--- config.mk ---
export PLATFORM = sky130hd
export DESIGN_NAME = hib_seq
export DESIGN_NICKNAME = d
export VERILOG_FILES = /design/src/rtl/hib_seq_pkg.sv /design/src/rtl/hib_sync.sv /design/src/rtl/hib_regs.sv /design/src/rtl/hib_fsm.sv /design/src/rtl/hib_seq.sv
export SDC_FILE = /design/constraint.sdc
export NUM_CORES = 1
export LEC_CHECK = 0
export ABC_AREA = 1
export CAP_MARGIN = 20
export CORE_MARGIN = 2
export CORE_UTILIZATION = 45
export CTS_BUF_LIST = sky130_fd_sc_hd__clkbuf_4
export CTS_CLUSTER_DIAMETER = 150
export DETAILED_ROUTE_END_ITERATION = 10
export PLACE_DENSITY = 0.91
export SLEW_MARGIN = 5
export SYNTH_ARGS = -nofsm -noshare
export SYNTH_HDL_FRONTEND = slang
export SYNTH_SLANG_ARGS = --single-unit
--- constraint.sdc ---
create_clock -name clk -period 2.7 [get_ports clk]
set_input_delay 0.405 -clock clk [delete_from_list [all_inputs] [get_ports clk]]
set_output_delay 0.405 -clock clk [all_outputs]
set_load 0.005 [all_outputs]
--- src/rtl/hib_seq_pkg.sv ---
package hib_seq_pkg;

    typedef enum logic [1:0] {
        ST_RUN  = 2'd0,
        ST_HIB  = 2'd1,
        ST_FILT = 2'd2,
        ST_HOLD = 2'd3
    } hib_state_e;

endpackage

--- src/rtl/hib_sync.sv ---
module hib_sync #(
    parameter int STAGES    = 2,
    parameter bit RESET_VAL = 1'b1
) (
    input  logic clk,
    input  logic rst_n,
    input  logic d,
    output logic q
);
    logic [STAGES-1:0] chain_q;

    generate
        for (genvar i = 0; i < STAGES; i++) begin : g_stage
            if (i == 0) begin : g_first
                always_ff @(posedge clk or negedge rst_n) begin
                    if (!rst_n) chain_q[i] <= RESET_VAL;
                    else        chain_q[i] <= d;
                end
            end else begin : g_rest
                always_ff @(posedge clk or negedge rst_n) begin
                    if (!rst_n) chain_q[i] <= RESET_VAL;
                    else        chain_q[i] <= chain_q[i-1];
                end
            end
        end
    endgenerate

    assign q = chain_q[STAGES-1];

endmodule

--- src/rtl/hib_regs.sv ---
module hib_regs #(
    parameter int          ADDR_W   = 8,
    parameter int          DATA_W   = 32,
    parameter logic [7:0]  OFS_HIB  = 8'h20,
    parameter logic [7:0]  OFS_FILT = 8'h24,
    parameter logic [7:0]  OFS_HOLD = 8'h28,
    parameter int          FILT_LO  = 5,
    parameter int          FILT_HI  = 15,
    parameter int          HOLD_LO  = 5,
    parameter int          HOLD_HI  = 11,
    parameter int          CNT_W    = 16
) (
    input  logic              clk,
    input  logic              rst_n,
    input  logic              bus_wr,
    input  logic [ADDR_W-1:0] bus_addr,
    input  logic [DATA_W-1:0] bus_wdata,
    output logic [DATA_W-1:0] bus_rdata,
    output logic              hib_req,
    output logic [CNT_W-1:0]  filt_ticks,
    output logic [CNT_W-1:0]  hold_ticks
);
    localparam int FILT_W = FILT_HI - FILT_LO + 1;
    localparam int HOLD_W = HOLD_HI - HOLD_LO + 1;

    logic [FILT_W-1:0] filt_q;
    logic [HOLD_W-1:0] hold_q;

    always_ff @(posedge clk or negedge rst_n) begin
        if (!rst_n) begin
            filt_q <= '0;
            hold_q <= '0;
        end else if (bus_wr) begin
            if (bus_addr == ADDR_W'(OFS_FILT)) filt_q <= bus_wdata[FILT_HI:FILT_LO];
            if (bus_addr == ADDR_W'(OFS_HOLD)) hold_q <= bus_wdata[HOLD_HI:HOLD_LO];
        end
    end

    assign hib_req = bus_wr && (bus_addr == ADDR_W'(OFS_HIB)) && bus_wdata[0];

    always_comb begin
        filt_ticks = '0;
        filt_ticks[FILT_HI:FILT_LO] = filt_q;
        hold_ticks = '0;
        hold_ticks[HOLD_HI:HOLD_LO] = hold_q;
    end

    always_comb begin
        bus_rdata = '0;
        if (bus_addr == ADDR_W'(OFS_FILT)) bus_rdata[FILT_HI:FILT_LO] = filt_q;
        else if (bus_addr == ADDR_W'(OFS_HOLD)) bus_rdata[HOLD_HI:HOLD_LO] = hold_q;
    end

    // stored counts never carry bits below the field
    a_r3_filt_aligned: assert property (@(posedge clk) disable iff (!rst_n)
        filt_ticks[FILT_LO-1:0] == '0);
    a_r4_hold_aligned: assert property (@(posedge clk) disable iff (!rst_n)
        hold_ticks[HOLD_LO-1:0] == '0);

endmodule

--- src/rtl/hib_fsm.sv ---
module hib_fsm
    import hib_seq_pkg::*;
#(
    parameter int CNT_W = 16
) (
    input  logic             clk,
    input  logic             rst_n,
    input  logic             hib_req,
    input  logic             wake_sync,
    input  logic [CNT_W-1:0] filt_ticks,
    input  logic [CNT_W-1:0] hold_ticks,
    output logic             power_en,
    output logic             sys_rst_n
);
    localparam logic [CNT_W:0]   ONE_EXT = (CNT_W+1)'(1);
    localparam logic [CNT_W-1:0] ONE     = CNT_W'(1);
    localparam logic [CNT_W-1:0] TWO     = CNT_W'(2);

    hib_state_e       state_q, state_d;
    logic [CNT_W-1:0] cnt_q, cnt_d;
    logic             filt_met;
    logic             hold_done;

    assign filt_met  = ({1'b0, cnt_q} + ONE_EXT) >= {1'b0, filt_ticks};
    assign hold_done = cnt_q >= hold_ticks;

    // state register
    always_ff @(posedge clk or negedge rst_n) begin
        if (!rst_n) begin
            state_q <= ST_RUN;
            cnt_q   <= '0;
        end else begin
            state_q <= state_d;
            cnt_q   <= cnt_d;
        end
    end

    // next-state logic
    always_comb begin
        state_d = state_q;
        cnt_d   = cnt_q;
        unique case (state_q)
            ST_RUN: begin
                if (hib_req) begin
                    state_d = ST_HIB;
                    cnt_d   = '0;
                end
            end
            ST_HIB: begin
                if (wake_sync) begin
                    if (filt_ticks < TWO) begin
                        state_d = ST_HOLD;
                    end else begin
                        state_d = ST_FILT;
                    end
                    cnt_d = ONE;
                end
            end
            ST_FILT: begin
                if (!wake_sync) begin
                    state_d = ST_HIB;
                    cnt_d   = '0;
                end else if (filt_met) begin
                    state_d = ST_HOLD;
                    cnt_d   = ONE;
                end else begin
                    cnt_d = cnt_q + ONE;
                end
            end
            ST_HOLD: begin
                if (hold_done) begin
                    state_d = ST_RUN;
                    cnt_d   = '0;
                end else begin
                    cnt_d = cnt_q + ONE;
                end
            end
        endcase
    end

    // outputs
    always_comb begin
        power_en  = 1'b1;
        sys_rst_n = 1'b0;
        unique case (state_q)
            ST_RUN:  sys_rst_n = 1'b1;
            ST_HIB:  power_en  = 1'b0;
            ST_FILT: power_en  = 1'b0;
            ST_HOLD: power_en  = 1'b1;
        endcase
    end

    // a power-down request in RUN removes power next cycle
    a_r2_power_down: assert property (@(posedge clk) disable iff (!rst_n)
        (state_q == ST_RUN && hib_req) |=> !power_en);
    // power only returns at an edge that saw the pin asserted
    a_r6_wake_needs_pin: assert property (@(posedge clk) disable iff (!rst_n)
        $rose(power_en) |-> $past(wake_sync));
    // release during filtering goes back to waiting
    a_r7_restart: assert property (@(posedge clk) disable iff (!rst_n)
        (state_q == ST_FILT && !wake_sync) |=> (state_q == ST_HIB && !power_en));
    // power returns with reset still held low
    a_r9_reset_on_return: assert property (@(posedge clk) disable iff (!rst_n)
        $rose(power_en) |-> !sys_rst_n);
    // a request during the hold does not re-enter hibernation
    a_r11_ignore_in_hold: assert property (@(posedge clk) disable iff (!rst_n)
        (state_q == ST_HOLD && hib_req) |=> state_q != ST_HIB);
    // reset is low whenever power is off
    a_r12_reset_when_off: assert property (@(posedge clk) disable iff (!rst_n)
        !power_en |-> !sys_rst_n);

endmodule

--- src/rtl/hib_seq.sv ---
module hib_seq #(
    parameter int         ADDR_W      = 8,
    parameter int         DATA_W      = 32,
    parameter logic [7:0] OFS_HIB     = 8'h20,
    parameter logic [7:0] OFS_FILT    = 8'h24,
    parameter logic [7:0] OFS_HOLD    = 8'h28,
    parameter int         FILT_LO     = 5,
    parameter int         FILT_HI     = 15,
    parameter int         HOLD_LO     = 5,
    parameter int         HOLD_HI     = 11,
    parameter int         SYNC_STAGES = 2
) (
    input  logic              clk,
    input  logic              rst_n,
    input  logic              bus_wr,
    input  logic [ADDR_W-1:0] bus_addr,
    input  logic [DATA_W-1:0] bus_wdata,
    output logic [DATA_W-1:0] bus_rdata,
    input  logic              wake_n_pin,
    output logic              power_en,
    output logic              sys_rst_n
);
    localparam int CNT_W = ((FILT_HI > HOLD_HI) ? FILT_HI : HOLD_HI) + 1;

    logic             hib_req;
    logic [CNT_W-1:0] filt_ticks;
    logic [CNT_W-1:0] hold_ticks;
    logic             wake_n_sync;
    logic             wake_sync;

    hib_regs #(
        .ADDR_W(ADDR_W), .DATA_W(DATA_W),
        .OFS_HIB(OFS_HIB), .OFS_FILT(OFS_FILT), .OFS_HOLD(OFS_HOLD),
        .FILT_LO(FILT_LO), .FILT_HI(FILT_HI),
        .HOLD_LO(HOLD_LO), .HOLD_HI(HOLD_HI),
        .CNT_W(CNT_W)
    ) u_regs (
        .clk(clk), .rst_n(rst_n),
        .bus_wr(bus_wr), .bus_addr(bus_addr),
        .bus_wdata(bus_wdata), .bus_rdata(bus_rdata),
        .hib_req(hib_req),
        .filt_ticks(filt_ticks), .hold_ticks(hold_ticks)
    );

    hib_sync #(
        .STAGES(SYNC_STAGES), .RESET_VAL(1'b1)
    ) u_sync (
        .clk(clk), .rst_n(rst_n), .d(wake_n_pin), .q(wake_n_sync)
    );

    assign wake_sync = !wake_n_sync;

    hib_fsm #(
        .CNT_W(CNT_W)
    ) u_fsm (
        .clk(clk), .rst_n(rst_n),
        .hib_req(hib_req), .wake_sync(wake_sync),
        .filt_ticks(filt_ticks), .hold_ticks(hold_ticks),
        .power_en(power_en), .sys_rst_n(sys_rst_n)
    );

endmodule

[After elaboration in Yosys (flattened, before gate mapping)]
Index checks and enable logic that the tools add are counted.
Word-level totals
  input bits: 44
  output and inout bits: 34
  logic and storage cells: 47
  bits in registers: 38
Cells by class
  $lt $le $gt $ge: 3
  add/sub/neg operators: 2
  multiplexer cells: 18
  reductions and logical operators: 8
  eq/ne operators: 10
Operators by type and width (count)
  $mux 16: 5
  $pmux 16 s4: 1
  $eq 8x6->1 const B: 3
  $add 16x1->17 const B: 1
  $ge 17x16->1: 1
  $add 16x1->16 const B: 1
  $ge 16x12->1: 1
  $lt 16x2->1 const B: 1
  $mux 7: 2
  $mux 2: 5
  $pmux 2 s4: 1
  $reduce_and 2->1: 3
  $eq 2x2->1 const B: 2
  $mux 4: 1
  $ne 2x2->1 const B: 2
  $reduce_and 4->1: 1
  $mux 1: 3
  $ne 3x2->1 const B: 1
  $eq 2x1->1 const B: 1
  $logic_and 1x1->1: 2
  $logic_not 2->1: 1
  $ne 2x1->1 const B: 1
  $reduce_or 2->1: 1

[Depth between registers and ports, before layout]
  depth in word-level cells: 5
  mapped depth: 19
  gate-level depth less buffers: 19

[By module]
From an unflattened synthesis, not the netlist that was laid out.
Second synthesis, totals
  cell total of the unflattened synthesis: 491
  area total of the unflattened synthesis: 3460.8 µm²
By module, submodules not included
  hib_fsm: area each 2133.3 µm², cells an instance 321, sequential area each 450.4 µm², times used 1
  hib_regs: area each 1271.2 µm², cells an instance 167, sequential area each 450.4 µm², times used 1
  hib_sync: area each 52.6 µm², cells an instance 2, sequential area each 52.6 µm², times used 1
  hib_seq: area each 3.8 µm², cells an instance 1, sequential area each 0.0 µm², times used 1

[Worst setup path after synthesis]
OpenSTA, ideal clock, no wires.
  kind: register -> register
  start: reg u_fsm.cnt_q[0]
  end: reg u_fsm.cnt_q[13]
  path slack: 147 ps
  path buffers: 1
  setup time: 64 ps
  arrival time: 2489 ps
  period minus slack after synthesis: 2553 ps
  stages on the path, launching flop included: 17
  path through: dfrtp_1 -> ha_1 -> nand3_2 -> nor3_4 -> nand4_1 -> xor2_1 -> inv_1 -> ha_1 -> a21o_1 -> a21oi_1 -> nand2_1 -> nor2_1 -> nand3_2 -> nand2_4 -> buf_8 -> nand3_2 -> nand2_2
On the way
  word-level cells in the longest chain between the ends: 5
RTL lines
  start, declared: RTL line hib_fsm.sv:20  | logic [CNT_W-1:0] cnt_q, cnt_d;
  start signal, assigned: RTL line hib_fsm.sv:34  | cnt_q <= cnt_d;
  $add 16x1->17: RTL line hib_fsm.sv:24  | assign filt_met = ({1'b0, cnt_q} + ONE_EXT) >= {1'b0, filt_ticks};
  $ge 17x16->1: RTL line hib_fsm.sv:24
  $mux 16: RTL line hib_fsm.sv:63  | end else if (filt_met) begin
  $mux 16: RTL line hib_fsm.sv:60  | if (!wake_sync) begin
  $pmux 16 s4 (*): RTL line hib_fsm.sv:42  | unique case (state_q)
Every way passes the cells marked *; elsewhere a longest branch is shown, timed or not.
A chain may end at the register's enable or synchronous reset.

[Final worst setup path]
  start: reg u_fsm.cnt_q[0]
  end: reg u_fsm.cnt_q[11]
The elaborated chain is that of the path after synthesis.

==> impl_metrics.ini <==
[setup_path]
critPathArrivalTime_ps = 3040
required_ps = 3000
path_max_fanout = 8
path_common_cell = nand3_4
endpoint_kind = flip-flop
critical-path-max-stage-delay_ps = 400
crit_type = flip-flop to flip-flop
cp_cell_sequence = ha_2, nand3_4, nor3_4, nand4_1, xor2_1, inv_2, ha_4, a21o_1, a21oi_2, nand2_2, nor2_4, nand3_4, nand2_8, nand3_2, o21ai_1
cp_slowest_cell = dfrtp_1
worst_setup_path_start_kind = flip-flop

[routing]
routedWlPerCell_um = 15.7
vias_per_cell = 5.50
postRouteAntennaNets = 0
first_pass_iters = 5
drt_wl_total_um = 8120
drtIter0Drc = 279
drc = 0
vias = 2841

[timing]
hold_ws_ps = 119
grt_setup_unrepaired = yes
setup_viol = 11
finClkSkew_ps = 17.7
totalNegativeSetupSlack_ps = -282
drv_slew = 0
period_needed_ps = 2740
clock.fmax_mhz = 365
fin_ws_ps = -39.6
timing.final.crit_share_pct = 101
finalHoldViolCount = 0
maxSlewHeadroom_pct = 40.9
worstMarginPinSlew_ps = 887

[grt]
grt_max_degree = 39
grt_first_pass_wirelength_um = 12400
grt_antenna_before_repair = 0
met3_usage_pct = 5.47
track_usage_pct = 22.0
first_global_vias = 2773
use_met2_pct = 38.6
busiest_layer = met2
grt_overflow = 0
use_met1_pct = 25.3

[placed_design]
routabilityCongestion = 0.883
hpwl_um = 5200
post-place-ws_ps = -168
numPortBuffers = 36

[finish]
antenna_cells = 0
nets = 510
fin_util_pct = 61.6
fill_cells = 460
final_layout_size_suffix_gt1_share_pct = 22.9
area.growth.synth_to_final_pct = 30.0

[die]
coreArea_um2 = 5990
die_area_um2 = 6960
io_pins = 78
die_y_um = 83.4
fp.dieW_um = 83.4
rows = 28
start_util_pct = 47.4

[logic_synthesis]
yosysWarnings = 0
synth_top_area_share_pct = 31.7
ys_seq_elements = 38
postSynthAreaPerCell_um2 = 7.65
yosysTopAreaCell = dfrtp_1
synth.distinct_cells = 37
ys_top_cells_by_area = dfrtp_1 (32%), ha_1 (11%), nand2_1 (9.3%), inv_1 (7.3%), buf_4 (5.8%)
yosysSeqAreaShare_pct = 33.6
synth_area_um2 = 2840
netlist_instances = 371

[clock_tree]
clockBufferDepth = 2
clkSinkCount = 38
cts_tree = yes
clk_pin_slew_ps = 140
clk_latency_ps = 380
root_buffer = clkbuf_4
cts_buffers = 5
postCtsHoldBufs = 0
cts.htree.levels = 2

[power_and_ir_drop]
ir_worst_vdd_mv = 0.784
power.density_nw_per_um2 = 506
power.leakage_uw = 0.00194

[flow_run]
cap_violations = 0

[worst_hold_path]
holdCritPathClass = primary input to asynchronous set/reset pin

[outcome]
violations = setup timing
outcome = finished with violations
==> per-layer routing <==
| layer | part of all wire, % | up-vias | wire (µm) |
|---|---|---|---|
| met5 | 0 | - | 0 |
| met1 | 36 | 1354 | 2950 |
| met3 | 9.1 | 22 | 738 |
| met4 | 1.9 | 0 | 157 |
| li1 | - | 1297 | - |
| met2 | 53 | 168 | 4270 |
==> cells in the final DEF (no fill, tap or decap), types with 3 or more instances in the layout <==
master	n
nand2_1	65
inv_1	54
nor2_1	37
clkdlybuf4s50_1	35
dfrtp_1	34
buf_4	32
ha_1	21
conb_1	21
o21ai_0	16
nand2_2	15
nand3_1	11
o21ai_1	10
a21oi_1	10
nand3_2	10
nand4_1	7
o22ai_1	6
clkbuf_4	5
xor2_1	4
nor3_4	3
inv_2	3
o21ai_2	3
ha_4	3
==> flip-flops by register name, indices dropped and copies added (netlist names) <==
| name | count |
|---|---|
| u_fsm.cnt_q | 16 |
| u_sync.q | 1 |
| u_regs.filt_q | 11 |
| u_fsm.state_q | 2 |
| u_regs.hold_q | 7 |
| u_sync.chain_q | 1 |
==> final timing paths <==
| kind | startpoint | end | slack (ps) | depth (start not counted) |
|---|---|---|---|---|
| hold reg to reg | u_sync.chain_q[0] | u_sync.q | 370 | 0 |
| max in group asynchronous | rst_n | u_fsm.cnt_q[3] | 1960 | 1 |
| setup reg to reg | u_fsm.cnt_q[0] | u_fsm.cnt_q[11] | -40 | 15 |
| hold / removal | rst_n | u_regs.filt_q[6] | 120 | 1 |
| setup / recovery | u_fsm.cnt_q[0] | u_fsm.cnt_q[11] | -40 | 15 |
| min in group clk | u_sync.chain_q[0] | u_sync.q | 370 | 0 |
==> where the power goes <==
group / leakage [µW] / internal, µW / switching, µW / total [µW]
Clock: 0.0000374 / 194 / 226 / 420
Sequential: 0.000434 / 622 / 48.7 / 671
Combinational: 0.00147 / 275 / 501 / 776
Total: 0.00194 / 1090 / 776 / 1870
==> Yosys cell counts (all sizes together) <==
| master | count |
|---|---|
| o21bai | 1 |
| nand2 | 82 |
| conb | 1 |
| nor4 | 2 |
| ha | 25 |
| nand4 | 8 |
| a21oi | 12 |
| mux2 | 1 |
| o21a | 1 |
| nor3 | 6 |
| nor3b | 1 |
| nor2 | 40 |
| dfrtp | 36 |
| o21ai | 29 |
| a21o | 2 |
| clkinv | 1 |
| dfstp | 2 |
| clkbuf | 4 |
| a22oi | 1 |
| o22ai | 6 |
| nand3 | 23 |
| inv | 56 |
| o31ai | 1 |
| xor2 | 5 |
| nand3b | 2 |
| buf | 23 |
==> critical path: cells and delay by family (launching register included) <==
family / cells / cell delay [ps]
simple gates: 8 / 1170
fa+ha+maj: 2 / 430
flops: 1 / 400
compound gates: 3 / 400
xor+xnor: 1 / 200
buf+inv: 1 / 80
==> through the flow <==
step	power [µW]	instances	cell area [µm²]
final	1870	517	3690
after floorplan	1090	391	2910
after CTS	1770	512	3520
after global routing	1960	517	3690
after global placement	1290	492	3290
after detailed placement	1320	492	3290
==> final cells by class <==
class | count | area [µm²] | share of cell area [%]
Timing Repair Buffer | 69 | 607 | 16.5
Clock buffer | 5 | 37.5 | 1.02
Clock inverter | 3 | 45.0 | 1.22
Multi-Input combinational cell | 270 | 1740 | 47.0
Tap cell | 75 | 93.8 | 2.54
Sequential cell | 38 | 956 | 25.9
Inverter | 57 | 214 | 5.80
==> repair_timing <==
item                       4_1_cts  5_1_grt
setup buffers                   11        5
resized for setup               12       31
setup endpoints to repair       17       18
gates cloned                     1        0
pin swaps                        7       14
==> kinds of logic after synthesis <==
kind of cell / count (synthesis) / synth area share [%]
buffers and inverters: 84 / 14.4
DFF: 38 / 33.6
other: 1 / 0.132
xor gates and xnor gates: 5 / 1.54
adders and majority gates: 25 / 11.0
AOI/OAI and AO/OA: 53 / 10.6
and+or+nand+nor: 164 / 28.3
muxes: 1 / 0.397
(Power assumes the default switching activity.)
